===== config.mk =====
export PLATFORM = sky130hd
export DESIGN_NAME = rh_port_reg
export DESIGN_NICKNAME = d
export VERILOG_FILES = /design/src/rtl/rh_port_pkg.sv /design/src/rtl/rh_write_gate.sv /design/src/rtl/rh_port_seq.sv /design/src/rtl/rh_change_flags.sv /design/src/rtl/rh_port_reg.sv
export SDC_FILE = /design/constraint.sdc
export NUM_CORES = 1
export LEC_CHECK = 0
export ABC_AREA = 1
export BUFFER_PORTS_ARGS = -buffer_cell sky130_fd_sc_hd__buf_2
export CAP_MARGIN = 20
export CORE_ASPECT_RATIO = 2
export CORE_UTILIZATION = 40
export CTS_CLUSTER_DIAMETER = 50
export CTS_CLUSTER_SIZE = 24
export DETAILED_ROUTE_END_ITERATION = 8
export GPL_ROUTABILITY_DRIVEN = 0
export HOLD_SLACK_MARGIN = 0.12
export SETUP_SLACK_MARGIN = 0.3
export SLEW_MARGIN = 20
export SYNTH_ARGS = -nofsm -noshare
export SYNTH_HDL_FRONTEND = slang
export SYNTH_HIERARCHICAL = 1
export SYNTH_SLANG_ARGS = --single-unit
export TNS_END_PERCENT = 100

===== constraint.sdc =====
create_clock -name clk -period 2.12 [get_ports clk]
set_clock_uncertainty 0.15 [all_clocks]
set_input_delay 0.318 -clock clk [delete_from_list [all_inputs] [get_ports clk]]
set_output_delay 0.318 -clock clk [all_outputs]
set_load 0.01 [all_outputs]

===== src/rtl/rh_port_pkg.sv =====
// Shared definitions for the root hub port register: bit positions,
// command bits, reserved mask and sequencer states.
package rh_port_pkg;
    localparam int REG_W   = 32;
    localparam int NFLAGS  = 5;
    localparam int CH_BASE = 16;

    // status bit positions in the read word
    localparam int B_CONN = 0;
    localparam int B_EN   = 1;
    localparam int B_SUSP = 2;
    localparam int B_OVC  = 3;
    localparam int B_RST  = 4;
    localparam int B_PWR  = 8;
    localparam int B_LS   = 9;

    // flag index inside the change vector (read bit = CH_BASE + index)
    localparam int F_CONN = 0;
    localparam int F_EN   = 1;
    localparam int F_SUSP = 2;
    localparam int F_OVC  = 3;
    localparam int F_RST  = 4;

    // command bits in the write word
    localparam int C_DIS  = 0;
    localparam int C_EN   = 1;
    localparam int C_SUSP = 2;
    localparam int C_RES  = 3;
    localparam int C_RST  = 4;
    localparam int C_PON  = 8;
    localparam int C_POFF = 9;

    localparam logic [REG_W-1:0] RSVD_MASK = 32'hFFE0_FCE0;

    typedef enum logic [2:0] {
        SEQ_IDLE,
        SEQ_RESET,
        SEQ_RESUME,
        SEQ_EOP,
        SEQ_RESYNC
    } seq_state_t;
endpackage


===== src/rtl/rh_write_gate.sv =====
// Write postponement. While busy is high, incoming writes are ORed into a
// pending word and nothing is released. In the first cycle with busy low,
// the pending word and any new write are released together as eff_wr.
// Assumes every write bit is a one-acts / zero-ignored command, so OR
// merging is exact.
module rh_write_gate #(
    parameter int W = 32
) (
    input  logic         clk,
    input  logic         rst_n,
    input  logic         wr_en,
    input  logic [W-1:0] wr_data,
    input  logic         busy,
    output logic [W-1:0] eff_wr
);
    logic [W-1:0] pend_q;
    logic [W-1:0] new_wr;

    // qualify the incoming write
    always_comb new_wr = wr_en ? wr_data : '0;

    // release held plus new writes once the bus is free
    always_comb eff_wr = busy ? '0 : (pend_q | new_wr);

    // accumulate writes while busy, drop them once released
    always_ff @(posedge clk) begin
        if (!rst_n)    pend_q <= '0;
        else if (busy) pend_q <= pend_q | new_wr;
        else           pend_q <= '0;
    end
endmodule


===== src/rtl/rh_port_seq.sv =====
// Port reset and resume sequencer.
// Each timed state lasts DUR * TICK_CYCLES cycles: both the prescaler and
// the millisecond counter restart on every state change. The EOP phase
// lasts one cycle. A start request is ignored unless the sequencer is idle.
// Abort returns to idle at once, without a done pulse.
module rh_port_seq
    import rh_port_pkg::*;
#(
    parameter int TICK_CYCLES = 48000,
    parameter int RESET_MS    = 10,
    parameter int RESUME_MS   = 20,
    parameter int RESYNC_MS   = 3
) (
    input  logic       clk,
    input  logic       rst_n,
    input  logic       start_reset,
    input  logic       start_resume,
    input  logic       abort,
    output seq_state_t state,
    output logic       reset_done,
    output logic       resume_done
);
    localparam int PRE_W  = (TICK_CYCLES > 1) ? $clog2(TICK_CYCLES) : 1;
    localparam int MS_MAX = (RESET_MS > RESUME_MS) ?
                            ((RESET_MS > RESYNC_MS) ? RESET_MS : RESYNC_MS) :
                            ((RESUME_MS > RESYNC_MS) ? RESUME_MS : RESYNC_MS);
    localparam int MS_W   = (MS_MAX > 1) ? $clog2(MS_MAX) : 1;

    logic [PRE_W-1:0] pre_q;
    logic [MS_W-1:0]  ms_q;
    logic [MS_W-1:0]  last_ms;
    logic             tick;
    logic             ms_end;
    seq_state_t       nxt;

    // millisecond tick from the prescaler
    always_comb tick = (pre_q == PRE_W'(TICK_CYCLES - 1));

    // final millisecond index of the current timed state
    always_comb begin
        case (state)
            SEQ_RESET:  last_ms = MS_W'(RESET_MS - 1);
            SEQ_RESUME: last_ms = MS_W'(RESUME_MS - 1);
            default:    last_ms = MS_W'(RESYNC_MS - 1);
        endcase
    end

    always_comb ms_end = tick && (ms_q == last_ms);

    // next-state selection and completion pulses
    always_comb begin
        nxt         = state;
        reset_done  = 1'b0;
        resume_done = 1'b0;
        if (abort) begin
            nxt = SEQ_IDLE;
        end else begin
            case (state)
                SEQ_IDLE: begin
                    if (start_reset)       nxt = SEQ_RESET;
                    else if (start_resume) nxt = SEQ_RESUME;
                end
                SEQ_RESET:  if (ms_end) begin nxt = SEQ_IDLE; reset_done = 1'b1; end
                SEQ_RESUME: if (ms_end) nxt = SEQ_EOP;
                SEQ_EOP:    nxt = SEQ_RESYNC;
                SEQ_RESYNC: if (ms_end) begin nxt = SEQ_IDLE; resume_done = 1'b1; end
                default:    nxt = SEQ_IDLE;
            endcase
        end
    end

    // state and timer registers; timers restart on every transition
    always_ff @(posedge clk) begin
        if (!rst_n) begin
            state <= SEQ_IDLE;
            pre_q <= '0;
            ms_q  <= '0;
        end else begin
            state <= nxt;
            if (nxt != state) begin
                pre_q <= '0;
                ms_q  <= '0;
            end else begin
                pre_q <= tick ? '0 : pre_q + 1'b1;
                if (tick) ms_q <= ms_q + 1'b1;
            end
        end
    end
endmodule


===== src/rtl/rh_change_flags.sv =====
// Sticky change flags. Hardware sets a flag; a clear request clears it.
// A set and a clear in the same cycle leave the flag set.
module rh_change_flags #(
    parameter int N = 5
) (
    input  logic         clk,
    input  logic         rst_n,
    input  logic [N-1:0] set,
    input  logic [N-1:0] clr,
    output logic [N-1:0] flags
);
    for (genvar i = 0; i < N; i++) begin : g_flag
        // one sticky bit, where set has priority over clear
        always_ff @(posedge clk) begin
            if (!rst_n)      flags[i] <= 1'b0;
            else if (set[i]) flags[i] <= 1'b1;
            else if (clr[i]) flags[i] <= 1'b0;
        end
    end
endmodule


===== src/rtl/rh_port_reg.sv =====
// Status and control register for one root hub downstream port.
// Assumes connect_in, lowspeed_in and ovc_in are already synchronous to
// clk. Writes pass through the postponement gate. The sequencer times the
// reset and resume phases, and change flags use write-one-to-clear with
// set priority.
module rh_port_reg
    import rh_port_pkg::*;
#(
    parameter int TICK_CYCLES = 48000,
    parameter int RESET_MS    = 10,
    parameter int RESUME_MS   = 20,
    parameter int RESYNC_MS   = 3
) (
    input  logic             clk,
    input  logic             rst_n,
    input  logic             wr_en,
    input  logic [REG_W-1:0] wr_data,
    output logic [REG_W-1:0] rd_data,
    input  logic             xact_busy,
    input  logic             connect_in,
    input  logic             lowspeed_in,
    input  logic             ovc_in,
    input  logic             hub_rst_in,
    output logic             drv_reset,
    output logic             drv_resume,
    output logic             drv_eop
);
    logic [REG_W-1:0]  cmd;
    logic [NFLAGS-1:0] flag_set;
    logic [NFLAGS-1:0] flag_clr;
    logic [NFLAGS-1:0] flags;
    logic              conn_q, ovc_q, ls_q, pwr_q, en_q, susp_q;
    logic              disc;
    logic              seq_idle;
    logic              start_reset, start_resume, seq_abort;
    logic              reset_done, resume_done;
    seq_state_t        seq_state;
    logic              unused_cmd;

    rh_write_gate #(.W(REG_W)) u_gate (
        .clk     (clk),
        .rst_n   (rst_n),
        .wr_en   (wr_en),
        .wr_data (wr_data),
        .busy    (xact_busy),
        .eff_wr  (cmd)
    );

    // command bits with no function, gathered so they are visibly dropped
    always_comb unused_cmd = ^{cmd[31:21], cmd[15:10], cmd[7:5]};

    // decode of disconnect and sequencer requests
    always_comb begin
        disc         = conn_q && !connect_in;
        seq_idle     = (seq_state == SEQ_IDLE);
        start_reset  = cmd[C_RST] && conn_q && pwr_q;
        start_resume = cmd[C_RES] && susp_q;
        seq_abort    = disc || cmd[C_POFF];
    end

    rh_port_seq #(
        .TICK_CYCLES (TICK_CYCLES),
        .RESET_MS    (RESET_MS),
        .RESUME_MS   (RESUME_MS),
        .RESYNC_MS   (RESYNC_MS)
    ) u_seq (
        .clk          (clk),
        .rst_n        (rst_n),
        .start_reset  (start_reset),
        .start_resume (start_resume),
        .abort        (seq_abort),
        .state        (seq_state),
        .reset_done   (reset_done),
        .resume_done  (resume_done)
    );

    // live port status registers
    always_ff @(posedge clk) begin
        if (!rst_n) begin
            conn_q <= 1'b0;
            ovc_q  <= 1'b0;
            ls_q   <= 1'b0;
            pwr_q  <= 1'b0;
            en_q   <= 1'b0;
            susp_q <= 1'b0;
        end else begin
            conn_q <= connect_in;
            ovc_q  <= ovc_in;
            ls_q   <= lowspeed_in;
            if (cmd[C_POFF])     pwr_q <= 1'b0;
            else if (cmd[C_PON]) pwr_q <= 1'b1;
            if (disc || cmd[C_POFF] || cmd[C_DIS]) en_q <= 1'b0;
            else if (reset_done)                   en_q <= 1'b1;
            else if (cmd[C_EN] && conn_q)          en_q <= 1'b1;
            if (disc || cmd[C_POFF] || resume_done)       susp_q <= 1'b0;
            else if (cmd[C_SUSP] && en_q && seq_idle)     susp_q <= 1'b1;
        end
    end

    // hardware events that set the change flags, and their clear requests
    always_comb begin
        flag_set         = '0;
        flag_set[F_CONN] = conn_q ^ connect_in;
        flag_set[F_EN]   = disc && en_q;
        flag_set[F_SUSP] = resume_done;
        flag_set[F_OVC]  = ovc_q ^ ovc_in;
        flag_set[F_RST]  = reset_done;
        flag_clr         = cmd[CH_BASE +: NFLAGS];
        flag_clr[F_SUSP] = cmd[CH_BASE + F_SUSP] || hub_rst_in;
    end

    rh_change_flags #(.N(NFLAGS)) u_flags (
        .clk   (clk),
        .rst_n (rst_n),
        .set   (flag_set),
        .clr   (flag_clr),
        .flags (flags)
    );

    // port signalling drives
    always_comb begin
        drv_reset  = (seq_state == SEQ_RESET);
        drv_resume = (seq_state == SEQ_RESUME);
        drv_eop    = (seq_state == SEQ_EOP);
    end

    // read word assembly; reserved positions stay zero
    always_comb begin
        rd_data                        = '0;
        rd_data[B_CONN]                = conn_q;
        rd_data[B_EN]                  = en_q;
        rd_data[B_SUSP]                = susp_q;
        rd_data[B_OVC]                 = ovc_q;
        rd_data[B_RST]                 = drv_reset;
        rd_data[B_PWR]                 = pwr_q;
        rd_data[B_LS]                  = ls_q && conn_q;
        rd_data[CH_BASE +: NFLAGS]     = flags;
    end
endmodule


# Word-level counts from Yosys, hierarchy flattened
# Cells that the tools add are included.
dict set report totals {
  ff_bits 67
  in_bits 40
  output_inout_bits 35
}
dict set report classes {
  addsub 2
  n_bitwise 4
  n_reduce_logical 29
  n_mux 26
  n_eq_ne 7
}
# operator count
set ops {}
lappend ops {{32-bit two-way mux} 1}
lappend ops {{32-bit bitwise OR} 1}
lappend ops {{21-bit two-way mux} 1}
lappend ops {{1-bit two-way mux} 17}
lappend ops {{16-bit by 1-bit adder with 16-bit output (second input constant)} 1}
lappend ops {{16-bit equality test (second input constant)} 1}
lappend ops {{3-bit two-way mux} 5}
lappend ops {{3-bit case mux with 4 select lines} 1}
lappend ops {{2-bit nonzero test} 6}
lappend ops {{1-bit logical AND} 10}
lappend ops {{5-bit case mux with 2 select lines} 1}
lappend ops {{2-bit OR reduction} 5}
lappend ops {{3-bit by 2-bit equality test with 1-bit output (second input constant)} 2}
lappend ops {{5-bit by 1-bit adder with 5-bit output (second input constant)} 1}
lappend ops {{5-bit equality test} 1}
lappend ops {{1-bit logical OR} 4}
lappend ops {{3-bit by 1-bit equality test with 1-bit output (second input constant)} 1}
lappend ops {{3-bit equality test (second input constant)} 1}
lappend ops {{3-bit zero test} 1}
lappend ops {{3-bit inequality test} 1}
lappend ops {{3-bit OR reduction} 1}
lappend ops {{2-bit AND reduction} 1}
lappend ops {{1-bit XOR} 2}
lappend ops {{1-bit zero test} 1}
lappend ops {{1-bit NOT} 1}

# Depth between registers and ports, before layout
dict set report logic_depth {
  depth_word 10
  ltp_mapped 16
}

# Hierarchy
# Netlist, hierarchy kept.
# module cells_per_inst n_inst area_each_um2
set by_module_without_submodules {}
lappend by_module_without_submodules {rh_port_seq 180 1 1486.4}
lappend by_module_without_submodules {rh_write_gate 171 1 1278.7}
lappend by_module_without_submodules {rh_port_reg 74 1 515.5}
lappend by_module_without_submodules {rh_change_flags 26 1 185.2}

# Least setup slack after synthesis
# Ideal clock, no wire load.
dict set report synth_timing {
  path_type {input port to flip-flop}
  startpoint {input xact_busy}
  endpoint {register u_seq.pre_q[13]}
  t_arrival_ns 1.795
  stages 14
  n_path_buf 3
  t_required_ns 1.909
  slack_ns 0.114
  setup_ns 0.061
  path_cell_list {buf_4 > buf_2 > a21oi_1 > and3_1 > nor2_1 > a31oi_1 > nor2_1 > inv_1 > nand2_1 > nand3_1 > nor2_2 > nand3_4 > buf_12 > nor2_4}
}
dict set report synth_between {
  elab_chain_cells 8
}
# element line
set synth_lines {}
lappend synth_lines {{from (decl)} rh_port_reg.sv:19} ;# input logic xact_busy,
lappend synth_lines {{21-bit two-way mux} rh_write_gate.sv:23} ;# always_comb eff_wr = busy ? '0 : (pend_q | new_wr);
lappend synth_lines {{named net cmd[4]} rh_port_reg.sv:28} ;# logic [REG_W-1:0] cmd;
lappend synth_lines {{1-bit logical AND (2 in a row)} rh_port_reg.sv:56} ;# start_reset = cmd[C_RST] && conn_q && pwr_q;
lappend synth_lines {{named net start_reset} rh_port_reg.sv:35} ;# logic start_reset, start_resume, seq_abort;
lappend synth_lines {{3-bit two-way mux} rh_port_seq.sv:60} ;# if (start_reset) nxt = SEQ_RESET;
lappend synth_lines {{3-bit case mux with 4 select lines} rh_port_seq.sv:58} ;# case (state)
lappend synth_lines {{3-bit two-way mux} rh_port_seq.sv:55} ;# if (abort) begin
lappend synth_lines {{3-bit inequality test} rh_port_seq.sv:80} ;# if (nxt != state) begin
lappend synth_lines {{3-bit OR reduction (no source line)} n/a}
lappend synth_lines {{to (signal assigned)} rh_port_seq.sv:84} ;# pre_q <= tick ? '0 : pre_q + 1'b1;
lappend synth_lines {{to (decl)} rh_port_seq.sv:29} ;# logic [PRE_W-1:0] pre_q;
# The timed path passes the listed nets, and every way through them passes these cells.
# A chain may end at the register's enable or synchronous reset.

# Worst setup path in the final report
dict set report layout_timing {
  startpoint {register u_gate.pend_q[3]}
  endpoint {register u_seq.state[1]}
}
dict set report layout_between {
  elab_chain_cells 7
}
# element line
set layout_lines {}
lappend layout_lines {{from (decl)} rh_write_gate.sv:16} ;# logic [W-1:0] pend_q;
lappend layout_lines {{from (signal assigned)} rh_write_gate.sv:28} ;# else if (busy) pend_q <= pend_q | new_wr;
lappend layout_lines {{32-bit bitwise OR} rh_write_gate.sv:23}
lappend layout_lines {{21-bit two-way mux} rh_write_gate.sv:23}
lappend layout_lines {{named net cmd[3]} rh_port_reg.sv:28}
lappend layout_lines {{1-bit logical AND} rh_port_reg.sv:57} ;# start_resume = cmd[C_RES] && susp_q;
lappend layout_lines {{named net start_resume} rh_port_reg.sv:35}
lappend layout_lines {{3-bit two-way mux} rh_port_seq.sv:61} ;# else if (start_resume) nxt = SEQ_RESUME;
lappend layout_lines {{3-bit two-way mux} rh_port_seq.sv:60}
lappend layout_lines {{3-bit case mux with 4 select lines} rh_port_seq.sv:58}
lappend layout_lines {{3-bit two-way mux} rh_port_seq.sv:55}
lappend layout_lines {{to (signal assigned)} rh_port_seq.sv:79} ;# state <= nxt;
lappend layout_lines {{to (decl)} rh_port_seq.sv:19} ;# output seq_state_t state,
# The timed path passes the listed nets, and every way through them passes these cells.

==> key figures <==
Pwr
  • Maximum VDD drop: approximately 0.37 mV
  • Share of total power in combinational logic: a little under a tenth
  • Fraction of power consumed by the clock network: 42.7%
  • Sequential fraction of design power: a little under half
  • Total power draw: around 1.9 mW
  • Internal Dissipation: 1.48 mW
  • Standby leakage power: 1.41 nW
  • Switching share of power: 23.1%
  • Power per cell area: 582 nW/um^2
  • Power dissipated by switching net loads: 0.446 mW

STA
  • Final-report max-slew violation count: 0
  • Shortest clock period the worst path allows after layout: 1.99 ns
  • Final setup violation count: 0
  • RSZ-0062 raised after global routing: true
  • Final period utilization: 93.8%
  • Fin. Hold Viols: 0
  • Final worst hold slack: ~0.15 ns
  • Final-layout setup total negative slack: 0 ns
  • Max frequency: 0.503 GHz

Flow run
  • Maximum capacitance violations: 0

Final layout
  • Final net count: 445
  • Finished Cell Area: approximately 3300 sq um
  • Area added between synthesis and finish: 22.6%
  • Layout cell share with drive strength beyond 1: 34.0%
  • Ant diodes: 0
  • Filler Cell Count: 633

Clocking
  • Clock insertion delay at the later pin of the skew report: roughly 0.28 ns
  • CTS tree: done
  • Largest buffer count on any clock path: 2
  • Clock Tree Root: sky130_fd_sc_hd__clkbuf_16
  • Number of buffers added by the clock tree synthesis step: 5
  • Clock Sinks: 47
  • Clock-pin slew on the worst setup and hold paths: about 0.06 ns
  • CTS H-tree lvls: 2

Route
  • Residual DRC count: 0
  • DRT Wirelength: 5320 um
  • Iteration-0 DRC Markers: 47
  • Ratio of routed vias to standard cells: approximately 4.4
  • Number of nets still failing antenna checks after routing: 0
  • DR vias: 2171
  • Iteration count of the initial detailed-routing pass: 4
  • Wire length per cell: 10.8 um

Status
  • Status: finished, final reports clean

Global route
  • Routing usage on met2: between 30% and 40%
  • Met3 Track Usage GR: 2.84%
  • Via count of the first global-routing pass: 2106
  • GRT Overall Usage: 16.5%
  • Pin count of the biggest net entering global routing: 15
  • Grt ovf: 0
  • Met1 demand-to-capacity share in global routing: 14.9%
  • Wire length of the first global-routing pass: 8960 um
  • Most Crowded Layer GR: met2
  • Initial antenna violation count: 0

Placement
  • Final HPWL DP: 3970 um
  • Placed inst area: 2880 sq um
  • Port bufs: 34

Worst setup path
  • Gate family responsible for the most delay along the worst path: buffers and inverters
  • CP dominant cell by count: sky130_fd_sc_hd__buf_4
  • CP Class: flip-flop to flip-flop
  • Delay contributed by the slowest stage of the critical path: 0.32 ns
  • Required time at the endpoint of the critical path: 2.19 ns
  • CP startpoint kind: flip-flop
  • Worst-path cell chain: inv_2, a21oi_2, nand2_1, inv_1, nor2_1, nor2_1, a31oi_1, nor2_1, inv_1, buf_4, buf_4, buf_4, buf_4, buf_4, nor2_1
  • Critical path buffers and inverters: 8
  • CP endpoint kind: flip-flop
  • Critical Path Fanout Max: 2
  • Data arrival time of the critical path: 2.05 ns
  • Slack of the worst reg-to-reg path: roughly 0.13 ns
  • Highest-delay cell along the critical path: sky130_fd_sc_hd__dfxtp_2

Die
  • Number of placement rows: 42
  • Overall die width: 60.1 um
  • Area of the die: approximately 7100 sq um
  • Core area: 6570 sq um
  • Ports: 75
  • Starting density of the core: between 40% and 50%
  • Die Y-Extent: around 120 um

Worst hold path
  • Type of the tightest min-delay check: input pin to flip-flop

Synth
  • Instance count of the mapped netlist: 349
  • YS warnings: 6
  • Post-Synthesis Cell Area: between 2000 and 3000 sq um
  • Average cell area after synthesis: 7.73 sq um
==> sequential cells by signal, indices dropped and copies added (netlist names), 3 cells and up <==
| signal | cells |
|---|---|
| u_seq/state | 3 |
| u_seq/ms_q | 5 |
| u_seq/pre_q | 16 |
| u_gate/pend_q | 12 |
| u_flags/flags | 5 |
==> cell type report <==
cell class	instances	area, sq um	area share (%)
multi-input cells	216	1390	41.9
flip-flops and latches	47	956	28.9
repair buffers	64	439	13.3
inverters	68	255	7.72
clock buffers	7	153	4.61
well taps	88	110	3.33
clock inverters	1	7.51	0.227
==> worst register-to-register path: stages, from the launching register on <==
cell	delay [ns]
sky130_fd_sc_hd__dfxtp_2	0.32
sky130_fd_sc_hd__inv_2	0.04
sky130_fd_sc_hd__a21oi_2	0.16
sky130_fd_sc_hd__nand2_1	0.07
sky130_fd_sc_hd__inv_1	0.06
sky130_fd_sc_hd__nor2_1	0.04
sky130_fd_sc_hd__nor2_1	0.08
sky130_fd_sc_hd__a31oi_1	0.08
sky130_fd_sc_hd__nor2_1	0.16
sky130_fd_sc_hd__inv_1	0.09
sky130_fd_sc_hd__buf_4	0.14
sky130_fd_sc_hd__buf_4	0.12
sky130_fd_sc_hd__buf_4	0.12
sky130_fd_sc_hd__buf_4	0.12
sky130_fd_sc_hd__buf_4	0.12
sky130_fd_sc_hd__nor2_1	0.06
==> per-stage QoR <==
step | worst slack [ns] | utilization, % | cells
final | 0.132 | 50.4 | 491
after global routing | -0.000844 | 50.4 | 491
after CTS | 0.153 | 48.6 | 486
after detailed placement | -0.0157 | 43.8 | 464
after global placement | 0.00249 | 43.8 | 464
after floorplan | 0.199 | - | 368
==> cells in the final DEF, fill, tap and decap left out, types with 2 or more instances in the layout <==
master and n:
sky130_fd_sc_hd__inv_1 64, sky130_fd_sc_hd__nand2_1 43, sky130_fd_sc_hd__dfxtp_1 39, sky130_fd_sc_hd__buf_2 34, sky130_fd_sc_hd__a21oi_1 28, sky130_fd_sc_hd__buf_4 24
sky130_fd_sc_hd__nor2_4 22, sky130_fd_sc_hd__nor2_1 21, sky130_fd_sc_hd__conb_1 20, sky130_fd_sc_hd__xor2_1 14, sky130_fd_sc_hd__nand2_2 13, sky130_fd_sc_hd__nand3_1 11
sky130_fd_sc_hd__dfxtp_2 6, sky130_fd_sc_hd__clkbuf_16 5, sky130_fd_sc_hd__xnor2_1 5, sky130_fd_sc_hd__nor3_1 4, sky130_fd_sc_hd__nand3_2 4, sky130_fd_sc_hd__nand4_1 4
sky130_fd_sc_hd__inv_2 4, sky130_fd_sc_hd__nand3_4 4, sky130_fd_sc_hd__dlygate4sd3_1 3, sky130_fd_sc_hd__nor3b_2 2, sky130_fd_sc_hd__ha_1 2, sky130_fd_sc_hd__clkbuf_8 2
sky130_fd_sc_hd__a21oi_2 2, sky130_fd_sc_hd__nor2_2 2, sky130_fd_sc_hd__a31oi_1 2, sky130_fd_sc_hd__dfxtp_4 2
==> power groups by stage <==
| stage | clock network [mW] | registers (mW) | logic (mW) |
|---|---|---|---|
| after floorplan | 0 | 0.940 | 0.145 |
| after global placement | 0 | 0.940 | 0.156 |
| after detailed placement | 0 | 0.941 | 0.158 |
| after CTS | 0.844 | 0.921 | 0.182 |
| after global routing | 0.892 | 0.920 | 0.209 |
| final | 0.823 | 0.918 | 0.185 |
==> worst paths after layout <==
kind | from | endpoint | cells after the start
setup reg to reg | u_gate/pend_q[3] | u_seq/state[1] | 15
setup / recovery | u_gate/pend_q[3] | u_seq/state[1] | 15
hold reg to reg | u_gate/pend_q[19] | u_gate/pend_q[19] | 2
hold / removal | wr_data[20] | u_gate/pend_q[20] | 3
==> routing by layer <==
layer | vias to the layer above | share of wire, %
met4 | 0 | 2.3
li1 | 1120 | -
met1 | 992 | 35
met3 | 11 | 2.1
met2 | 48 | 60
met5 | - | 0
==> repair_timing <==
| item | 4_1_cts | 5_1_grt |
|---|---|---|
| gates resized for setup | 12 | 20 |
| cloned | 1 | 0 |
| endpoints found under the setup margin | 26 | 28 |
| hold endpoints to repair | 3 | 0 |
| hold buffers | 3 | 0 |
| buffers inserted | 10 | 5 |
| pin swaps | 9 | 8 |
Note: power is estimated with default switching activity, not from simulation.
